## src/rtl/hrs_pkg.sv

```systemverilog
package hrs_pkg;
  localparam int TAGW = 2;

  typedef enum logic [2:0] {
    OP_PREFETCH = 3'd0,
    OP_ACTIVATE = 3'd1,
    OP_STATUS   = 3'd2,
    OP_ERRHIST  = 3'd3,
    OP_CLEAR    = 3'd4
  } link_op_e;

  typedef enum logic [2:0] {
    RC_OK       = 3'd0,
    RC_WARN     = 3'd1,
    RC_PF_FAIL  = 3'd2,
    RC_ACT_FAIL = 3'd3,
    RC_TIMEOUT  = 3'd4,
    RC_SHUTDOWN = 3'd5
  } res_code_e;

  typedef struct packed {
    logic [TAGW-1:0] tag;
    logic            shut;
    logic            rda;
    logic            oper;
    logic            bist;
    logic            cmd;
    logic            comm;
  } status_t;

  typedef enum logic [2:0] {
    S_IDLE, S_PREFETCH, S_POLL, S_ACTIVATE, S_CHECK, S_ERRHIST, S_CLEAR, S_DONE
  } seq_state_e;
endpackage

```

## src/rtl/hrs_status_decode.sv

```systemverilog
module hrs_status_decode
  import hrs_pkg::*;
(
  input  logic [7:0]      status_byte,
  input  logic [TAGW-1:0] want_tag,
  output logic            is_shut,
  output logic            is_fail,
  output logic            is_warn,
  output logic            is_ready,
  output logic [3:0]      err_bits
);
  status_t st;

  always_comb begin
    st       = status_t'(status_byte);
    is_shut  = st.shut;
    is_fail  = st.comm | st.cmd;
    is_warn  = st.bist | st.oper;
    is_ready = (st.tag == want_tag) && st.rda;
    err_bits = {st.oper, st.bist, st.cmd, st.comm};
  end
endmodule

```

## src/rtl/hrs_poll_ctr.sv

```systemverilog
module hrs_poll_ctr #(
  parameter int PCW = 8
) (
  input  logic           clk,
  input  logic           rst_n,
  input  logic           clr,
  input  logic           inc,
  input  logic [PCW-1:0] limit,
  output logic           last
);
  logic [PCW-1:0] cnt;

  always_ff @(posedge clk) begin
    if (!rst_n)   cnt <= '0;
    else if (clr) cnt <= '0;
    else if (inc) cnt <= cnt + 1'b1;
  end

  // reads done so far, including the one being classified now
  always_comb last = ({1'b0, cnt} + 1'b1) >= {1'b0, limit};

  assert_ctl_excl_R10: assert property (@(posedge clk) disable iff (!rst_n)
    !(clr && inc));
endmodule

```

## src/rtl/hrs_link_port.sv

```systemverilog
module hrs_link_port (
  input  logic clk,
  input  logic rst_n,
  input  logic want,
  input  logic req_ready,
  input  logic rsp_valid,
  output logic req_valid,
  output logic rsp_take
);
  logic issued;

  always_comb begin
    req_valid = want && !issued;
    rsp_take  = want && issued && rsp_valid;
  end

  always_ff @(posedge clk) begin
    if (!rst_n)                       issued <= 1'b0;
    else if (req_valid && req_ready)  issued <= 1'b1;
    else if (rsp_take)                issued <= 1'b0;
  end

  assert_req_hold_R11: assert property (@(posedge clk) disable iff (!rst_n)
    req_valid && !req_ready |=> req_valid);
endmodule

```

## src/rtl/host_read_seq.sv

```systemverilog
module host_read_seq
  import hrs_pkg::*;
#(
  parameter int DW  = 32,
  parameter int PW  = 16,
  parameter int PCW = 8
) (
  input  logic            clk,
  input  logic            rst_n,
  input  logic            start_valid,
  output logic            start_ready,
  input  logic [7:0]      start_opcode,
  input  logic [PW-1:0]   start_param,
  input  logic [1:0]      start_tag,
  input  logic [PCW-1:0]  poll_limit,
  output logic            res_valid,
  input  logic            res_ready,
  output logic [2:0]      res_code,
  output logic [DW-1:0]   res_data,
  output logic [3:0]      res_flags,
  output logic            shutdown,
  output logic            link_req_valid,
  input  logic            link_req_ready,
  output logic [2:0]      link_req_op,
  output logic [7:0]      link_req_opcode,
  output logic [1:0]      link_req_tag,
  output logic [PW-1:0]   link_req_payload,
  input  logic            link_rsp_valid,
  input  logic [DW-1:0]   link_rsp_data
);
  seq_state_e      state;
  logic [TAGW-1:0] tag_q;
  logic [7:0]      opcode_q;
  logic [PW-1:0]   param_q;
  logic [PCW-1:0]  limit_q;
  res_code_e       code_q;
  logic [DW-1:0]   data_q;
  logic [3:0]      flags_q;
  logic            shut_q;

  logic want, rsp_take;
  logic d_shut, d_fail, d_warn, d_ready;
  logic [3:0] d_bits;
  logic poll_last;

  hrs_status_decode u_dec (
    .status_byte (link_rsp_data[7:0]),
    .want_tag    (tag_q),
    .is_shut     (d_shut),
    .is_fail     (d_fail),
    .is_warn     (d_warn),
    .is_ready    (d_ready),
    .err_bits    (d_bits)
  );

  hrs_poll_ctr #(.PCW(PCW)) u_poll (
    .clk   (clk),
    .rst_n (rst_n),
    .clr   (state == S_PREFETCH),
    .inc   ((state == S_POLL) && rsp_take),
    .limit (limit_q),
    .last  (poll_last)
  );

  hrs_link_port u_port (
    .clk       (clk),
    .rst_n     (rst_n),
    .want      (want),
    .req_ready (link_req_ready),
    .rsp_valid (link_rsp_valid),
    .req_valid (link_req_valid),
    .rsp_take  (rsp_take)
  );

  always_comb begin
    want             = 1'b1;
    link_req_op      = OP_STATUS;
    link_req_opcode  = '0;
    link_req_payload = '0;
    case (state)
      S_PREFETCH: begin
        link_req_op      = OP_PREFETCH;
        link_req_opcode  = opcode_q;
        link_req_payload = param_q;
      end
      S_ACTIVATE: link_req_op = OP_ACTIVATE;
      S_ERRHIST:  link_req_op = OP_ERRHIST;
      S_CLEAR:    link_req_op = OP_CLEAR;
      S_POLL, S_CHECK: link_req_op = OP_STATUS;
      default:    want = 1'b0;
    endcase
  end

  always_comb begin
    start_ready  = (state == S_IDLE);
    res_valid    = (state == S_DONE);
    res_code     = code_q;
    res_data     = data_q;
    res_flags    = flags_q;
    shutdown     = shut_q;
    link_req_tag = tag_q;
  end

  always_ff @(posedge clk) begin
    if (!rst_n) begin
      state    <= S_IDLE;
      tag_q    <= '0;
      opcode_q <= '0;
      param_q  <= '0;
      limit_q  <= '0;
      code_q   <= RC_OK;
      data_q   <= '0;
      flags_q  <= '0;
      shut_q   <= 1'b0;
    end else begin
      case (state)
        S_IDLE: if (start_valid) begin
          tag_q    <= start_tag;
          opcode_q <= start_opcode;
          param_q  <= start_param;
          limit_q  <= poll_limit;
          data_q   <= '0;
          flags_q  <= '0;
          code_q   <= RC_OK;
          shut_q   <= 1'b0;
          state    <= S_PREFETCH;
        end
        S_PREFETCH: if (rsp_take) state <= S_POLL;
        S_POLL: if (rsp_take) begin
          flags_q <= d_bits;
          if (d_shut) begin
            code_q <= RC_SHUTDOWN;
            shut_q <= 1'b1;
            state  <= S_DONE;
          end else if (d_fail) begin
            code_q <= RC_PF_FAIL;
            state  <= S_ERRHIST;
          end else if (d_ready) begin
            state  <= S_ACTIVATE;
          end else if (poll_last) begin
            code_q <= RC_TIMEOUT;
            state  <= S_DONE;
          end
        end
        S_ACTIVATE: if (rsp_take) begin
          data_q <= link_rsp_data;
          state  <= S_CHECK;
        end
        S_CHECK: if (rsp_take) begin
          flags_q <= d_bits;
          if (d_shut) begin
            code_q <= RC_SHUTDOWN;
            data_q <= '0;
            shut_q <= 1'b1;
            state  <= S_DONE;
          end else if (d_fail) begin
            code_q <= RC_ACT_FAIL;
            state  <= S_ERRHIST;
          end else begin
            code_q <= d_warn ? RC_WARN : RC_OK;
            state  <= S_DONE;
          end
        end
        S_ERRHIST: if (rsp_take) begin
          data_q <= link_rsp_data;
          state  <= (code_q == RC_PF_FAIL) ? S_CLEAR : S_DONE;
        end
        S_CLEAR: if (rsp_take) state <= S_DONE;
        S_DONE:  if (res_ready) state <= S_IDLE;
        default: state <= S_IDLE;
      endcase
    end
  end

  assert_idle_accept_R1: assert property (@(posedge clk) disable iff (!rst_n)
    start_ready |-> !res_valid && !link_req_valid);

  assert_req_stable_R11: assert property (@(posedge clk) disable iff (!rst_n)
    link_req_valid && !link_req_ready |=>
      $stable(link_req_op) && $stable(link_req_tag) &&
      $stable(link_req_opcode) && $stable(link_req_payload));

  assert_res_hold_R12: assert property (@(posedge clk) disable iff (!rst_n)
    res_valid && !res_ready |=> res_valid && $stable(res_code) && $stable(res_data));

  assert_shut_code_R6: assert property (@(posedge clk) disable iff (!rst_n)
    res_valid && res_code == 3'd5 |-> shutdown);

  assert_shut_quiet_R6: assert property (@(posedge clk) disable iff (!rst_n)
    shutdown |-> !link_req_valid);
endmodule

```

## config.mk

```make
export PLATFORM = sky130hd
export DESIGN_NAME = host_read_seq
export DESIGN_NICKNAME = d
export VERILOG_FILES = /design/src/rtl/hrs_pkg.sv /design/src/rtl/hrs_status_decode.sv /design/src/rtl/hrs_poll_ctr.sv /design/src/rtl/hrs_link_port.sv /design/src/rtl/host_read_seq.sv
export SDC_FILE = /design/constraint.sdc
export NUM_CORES = 1
export LEC_CHECK = 0
export BUFFER_PORTS_ARGS = -buffer_cell sky130_fd_sc_hd__buf_2
export CELL_PAD_IN_SITES_DETAIL_PLACEMENT = 1
export CELL_PAD_IN_SITES_GLOBAL_PLACEMENT = 1
export CORE_ASPECT_RATIO = 0.75
export CORE_MARGIN = 8
export CORE_UTILIZATION = 36
export DETAILED_ROUTE_END_ITERATION = 6
export GPL_TIMING_DRIVEN = 0
export HOLD_SLACK_MARGIN = 0.12
export PLACE_DENSITY_LB_ADDON = 0.1
export SYNTH_ARGS = -nofsm -noshare
export SYNTH_HDL_FRONTEND = slang
export SYNTH_SLANG_ARGS = --single-unit
```

## constraint.sdc

```tcl
create_clock -name clk -period 2.6 [get_ports clk]
set_input_delay 0.26 -clock clk [delete_from_list [all_inputs] [get_ports clk]]
set_output_delay 0.26 -clock clk [all_outputs]
set_load 0.02 [all_outputs]
```

==> results.sh <==
export IMPL_status="complete, no violations"
export IMPL_grt_max_degree=14
export IMPL_num_io_pins=144
export IMPL_setup_viol_count_final=0
export IMPL_stdcell_count=797
export IMPL_async_flop_share_pct=0
export IMPL_synth_area_sq_um=4060
export IMPL_dieArea_sq_um=15000
export IMPL_grt_usage_pct=17.6
export IMPL_synth_yosys_seq_area_share_pct=42.4
export IMPL_clock_skew_ns=0.00457
export IMPL_grt_util_met2_pct=29.6
export IMPL_nFillCells=1370
export IMPL_clock_sinks=86
export IMPL_wl_microns=13700
export IMPL_io_buffers=142
export IMPL_synth_most_common_cell="nand2_1"
export IMPL_synth_area_leaders="dfxtp_1, nand2_1, a21boi_0"
export IMPL_r2r_start="u_poll.cnt[0]$_SDFFE_PP0P_"
export IMPL_synthesis_nets=577
export IMPL_grt_pass1_vias=4249
export IMPL_worstSetupPathType="reg2reg"
export IMPL_endpoint_kind="flip-flop"
export IMPL_drt_first_iter_violations=153
export IMPL_period_needed_ns=2.51
export IMPL_first_pass_iters=4
export IMPL_cts_buffer_depth=2
export IMPL_synth_edf_count=0
export IMPL_drive_gt1_share_pct=29.4
export IMPL_final_max_slew_viol_count=0
export IMPL_htree_levels=3
export IMPL_finalCritPeriodShare_pct=96.6
export IMPL_coreArea_sq_um=10900
export IMPL_rows=33
export IMPL_holdWs_ns=0.170
export IMPL_stdcell_area_sq_um=5320
export IMPL_yosys_top_cells_count="nand2_1, dfxtp_1, nand3_1, a21boi_0, a21boi_1"
export IMPL_cp_max_fo=5
export IMPL_crit_path_start_kind="flip-flop"
export IMPL_wl_per_cell_microns=17.1
export IMPL_num_vias=3943
export IMPL_grt_overflow=0
export IMPL_dp_hpwl_microns=10600
export IMPL_fmax_ghz=0.398
export IMPL_post_place_cells=778
export IMPL_p_leak_uw=0.00231
export IMPL_netlist_instances=496
export IMPL_cts_hold_buf=0
export IMPL_clk_pin_slew_worst_paths_ns=0.06
export IMPL_drc_errors=0
export IMPL_placed_area_sq_um=4940
export IMPL_synth_area_per_cell_sq_um=8.18
export IMPL_cts_root_buf="clkbuf_16"
export IMPL_place_ws_ns=-0.0914
export IMPL_worstMarginPinSlew_ns=0.699
export IMPL_synth_ff_type="dfxtp_1"
export IMPL_reg2reg_depth=10
export IMPL_yosys_area_top_type="dfxtp_1"
export IMPL_hp_start="start_opcode[4]"
export IMPL_synth_top_area_share_pct=42.4
export IMPL_cts_tree="done"
export IMPL_die_x_microns=139
export IMPL_p_per_area_nw_per_um2=568
export IMPL_hold_path_class="in2reg"
export IMPL_worst_slack_ns=0.0885
export IMPL_synth_cell_types=44
export IMPL_use_met3_pct=6.96
export IMPL_floorplan_initialDensity_pct=37.1
export IMPL_via_per_inst=4.95
export IMPL_fin_nets=732
export IMPL_place_congestion=0.776
export IMPL_tns_ns=0
export IMPL_cts_buffers=9
export IMPL_critPathArrivalTime_ns=2.77
export IMPL_postRouteAntennaNets=0
export IMPL_antenna_found_initial=1
export IMPL_grt_pass1_wl_microns=21600
export IMPL_insertion_delay_ns=0.34
export IMPL_ys_ff_latch=86
export IMPL_grt_busiest_layer="met2"
export IMPL_yosys_warnings=0
export IMPL_max_cap_violations=0
export IMPL_vdd_ir_drop_worst_mv=0.338
export IMPL_holdPathStages=3
export IMPL_worstPathRequired_ns=2.86
export IMPL_final_hold_viol_count=0
export IMPL_die_y_microns=108
export IMPL_syn_to_final_growth_pct=31.0
export IMPL_grtUsageMet1_pct=20.8
export IMPL_relSlewSlack_pct=53.1
export IMPL_crit_start="u_poll.cnt[0]$_SDFFE_PP0P_"
cells by family (layout without fill, tap and decap cells):
group	after synthesis	count (layout)	synth area share (%)
AOI/OAI and AO/OA	100	100	18.5
xor gates and xnor gates	18	18	3.88
adders and majority gates	9	9	2.77
buffers and inverters	45	205	4.72
DFF	86	86	42.4
muxes	5	5	1.26
other	0	1	0
and+or+nand+nor	233	233	26.4
area by class of cell:
cell class              instances  area [sq um]  share of cell area, %
multi-input cells             365          2190                   41.2
clock inverters                 3          42.5                  0.800
diodes                          1          2.50                 0.0471
well taps                     140           175                   3.29
plain buffers                  35           154                   2.89
repair buffers                144           726                   13.7
flip-flops and latches         86          1730                   32.5
clock buffers                  13           260                   4.90
inverters                      10          37.5                  0.706
critical path, cell delays in order, from the launching register on:
cell       delay (ns)
dfxtp_4          0.38
ha_4             0.15
and3_1           0.20
nand3_2          0.11
xnor2_2          0.22
ha_2             0.32
o21ai_2          0.12
nor2_2           0.07
a2111oi_4        0.39
a211o_2          0.26
mux2i_1          0.21
sequential cells by signal (all words and copies together), names as in the netlist:
register and count:
limit_q 8, u_port.issued 1, res_code 3, opcode_q 8, param_q 16, link_req_tag 2
u_poll.cnt 8, res_flags 4, res_data 32, state 3, shutdown 1
metal layers:
| layer | share of wire (%) | up-vias | wire [microns] |
|---|---|---|---|
| met5 | 0.088 | - | 12 |
| li1 | - | 1969 | - |
| met1 | 45 | 1871 | 6140 |
| met2 | 47 | 88 | 6400 |
| met4 | 0.86 | 2 | 118 |
| met3 | 7.2 | 13 | 983 |
cells in the final DEF (no fill, tap or decap), types with 3 or more instances in the layout:
cell       count
buf_2        151
nand2_1      117
dfxtp_1       82
nand3_1       40
a21boi_0      35
a21boi_1      32
and2_1        25
clkbuf_1      21
nor2_1        21
inv_1         10
xor2_1         9
clkbuf_16      9
xnor2_1        8
ha_1           7
nor2b_1        6
a21oi_1        5
o21ai_0        5
buf_4          5
nand2b_1       4
buf_1          4
a22oi_1        4
mux2i_1        4
nor2_2         3
nor3_1         3
nor3_2         3
o22ai_1        3
nand4_1        3
dfxtp_2        3
per-stage QoR:
stage | utilization, % | power, uW
floorplan | - | 1580
global placement | 45.2 | 1710
detailed placement | 45.2 | 1730
CTS | 48.1 | 3060
global route | 48.6 | 3140
finish | 48.6 | 3020
repair_timing:
| action | in CTS | in global routing |
|---|---|---|
| endpoints found under the hold margin | 0 | 0 |
| endpoints found under the setup margin | 5 | 25 |
| setup buffers | 0 | 2 |
| pin swaps | 2 | 3 |
| resized for setup | 5 | 11 |
final timing paths:
path	to	slack [ns]
max	res_code[0]$_SDFFE_PN0P_	0.09
min	opcode_q[4]$_SDFFE_PN0P_	0.17
max reg2reg	res_code[0]$_SDFFE_PN0P_	0.09
min reg2reg	res_data[6]$_SDFFE_PN0P_	0.45
power breakdown:
group          switching [uW]  internal [uW]  total, uW
Sequential               17.3           1350       1370
Clock                     527            797       1320
Combinational             203            125        329
(Power assumes the default switching activity.)
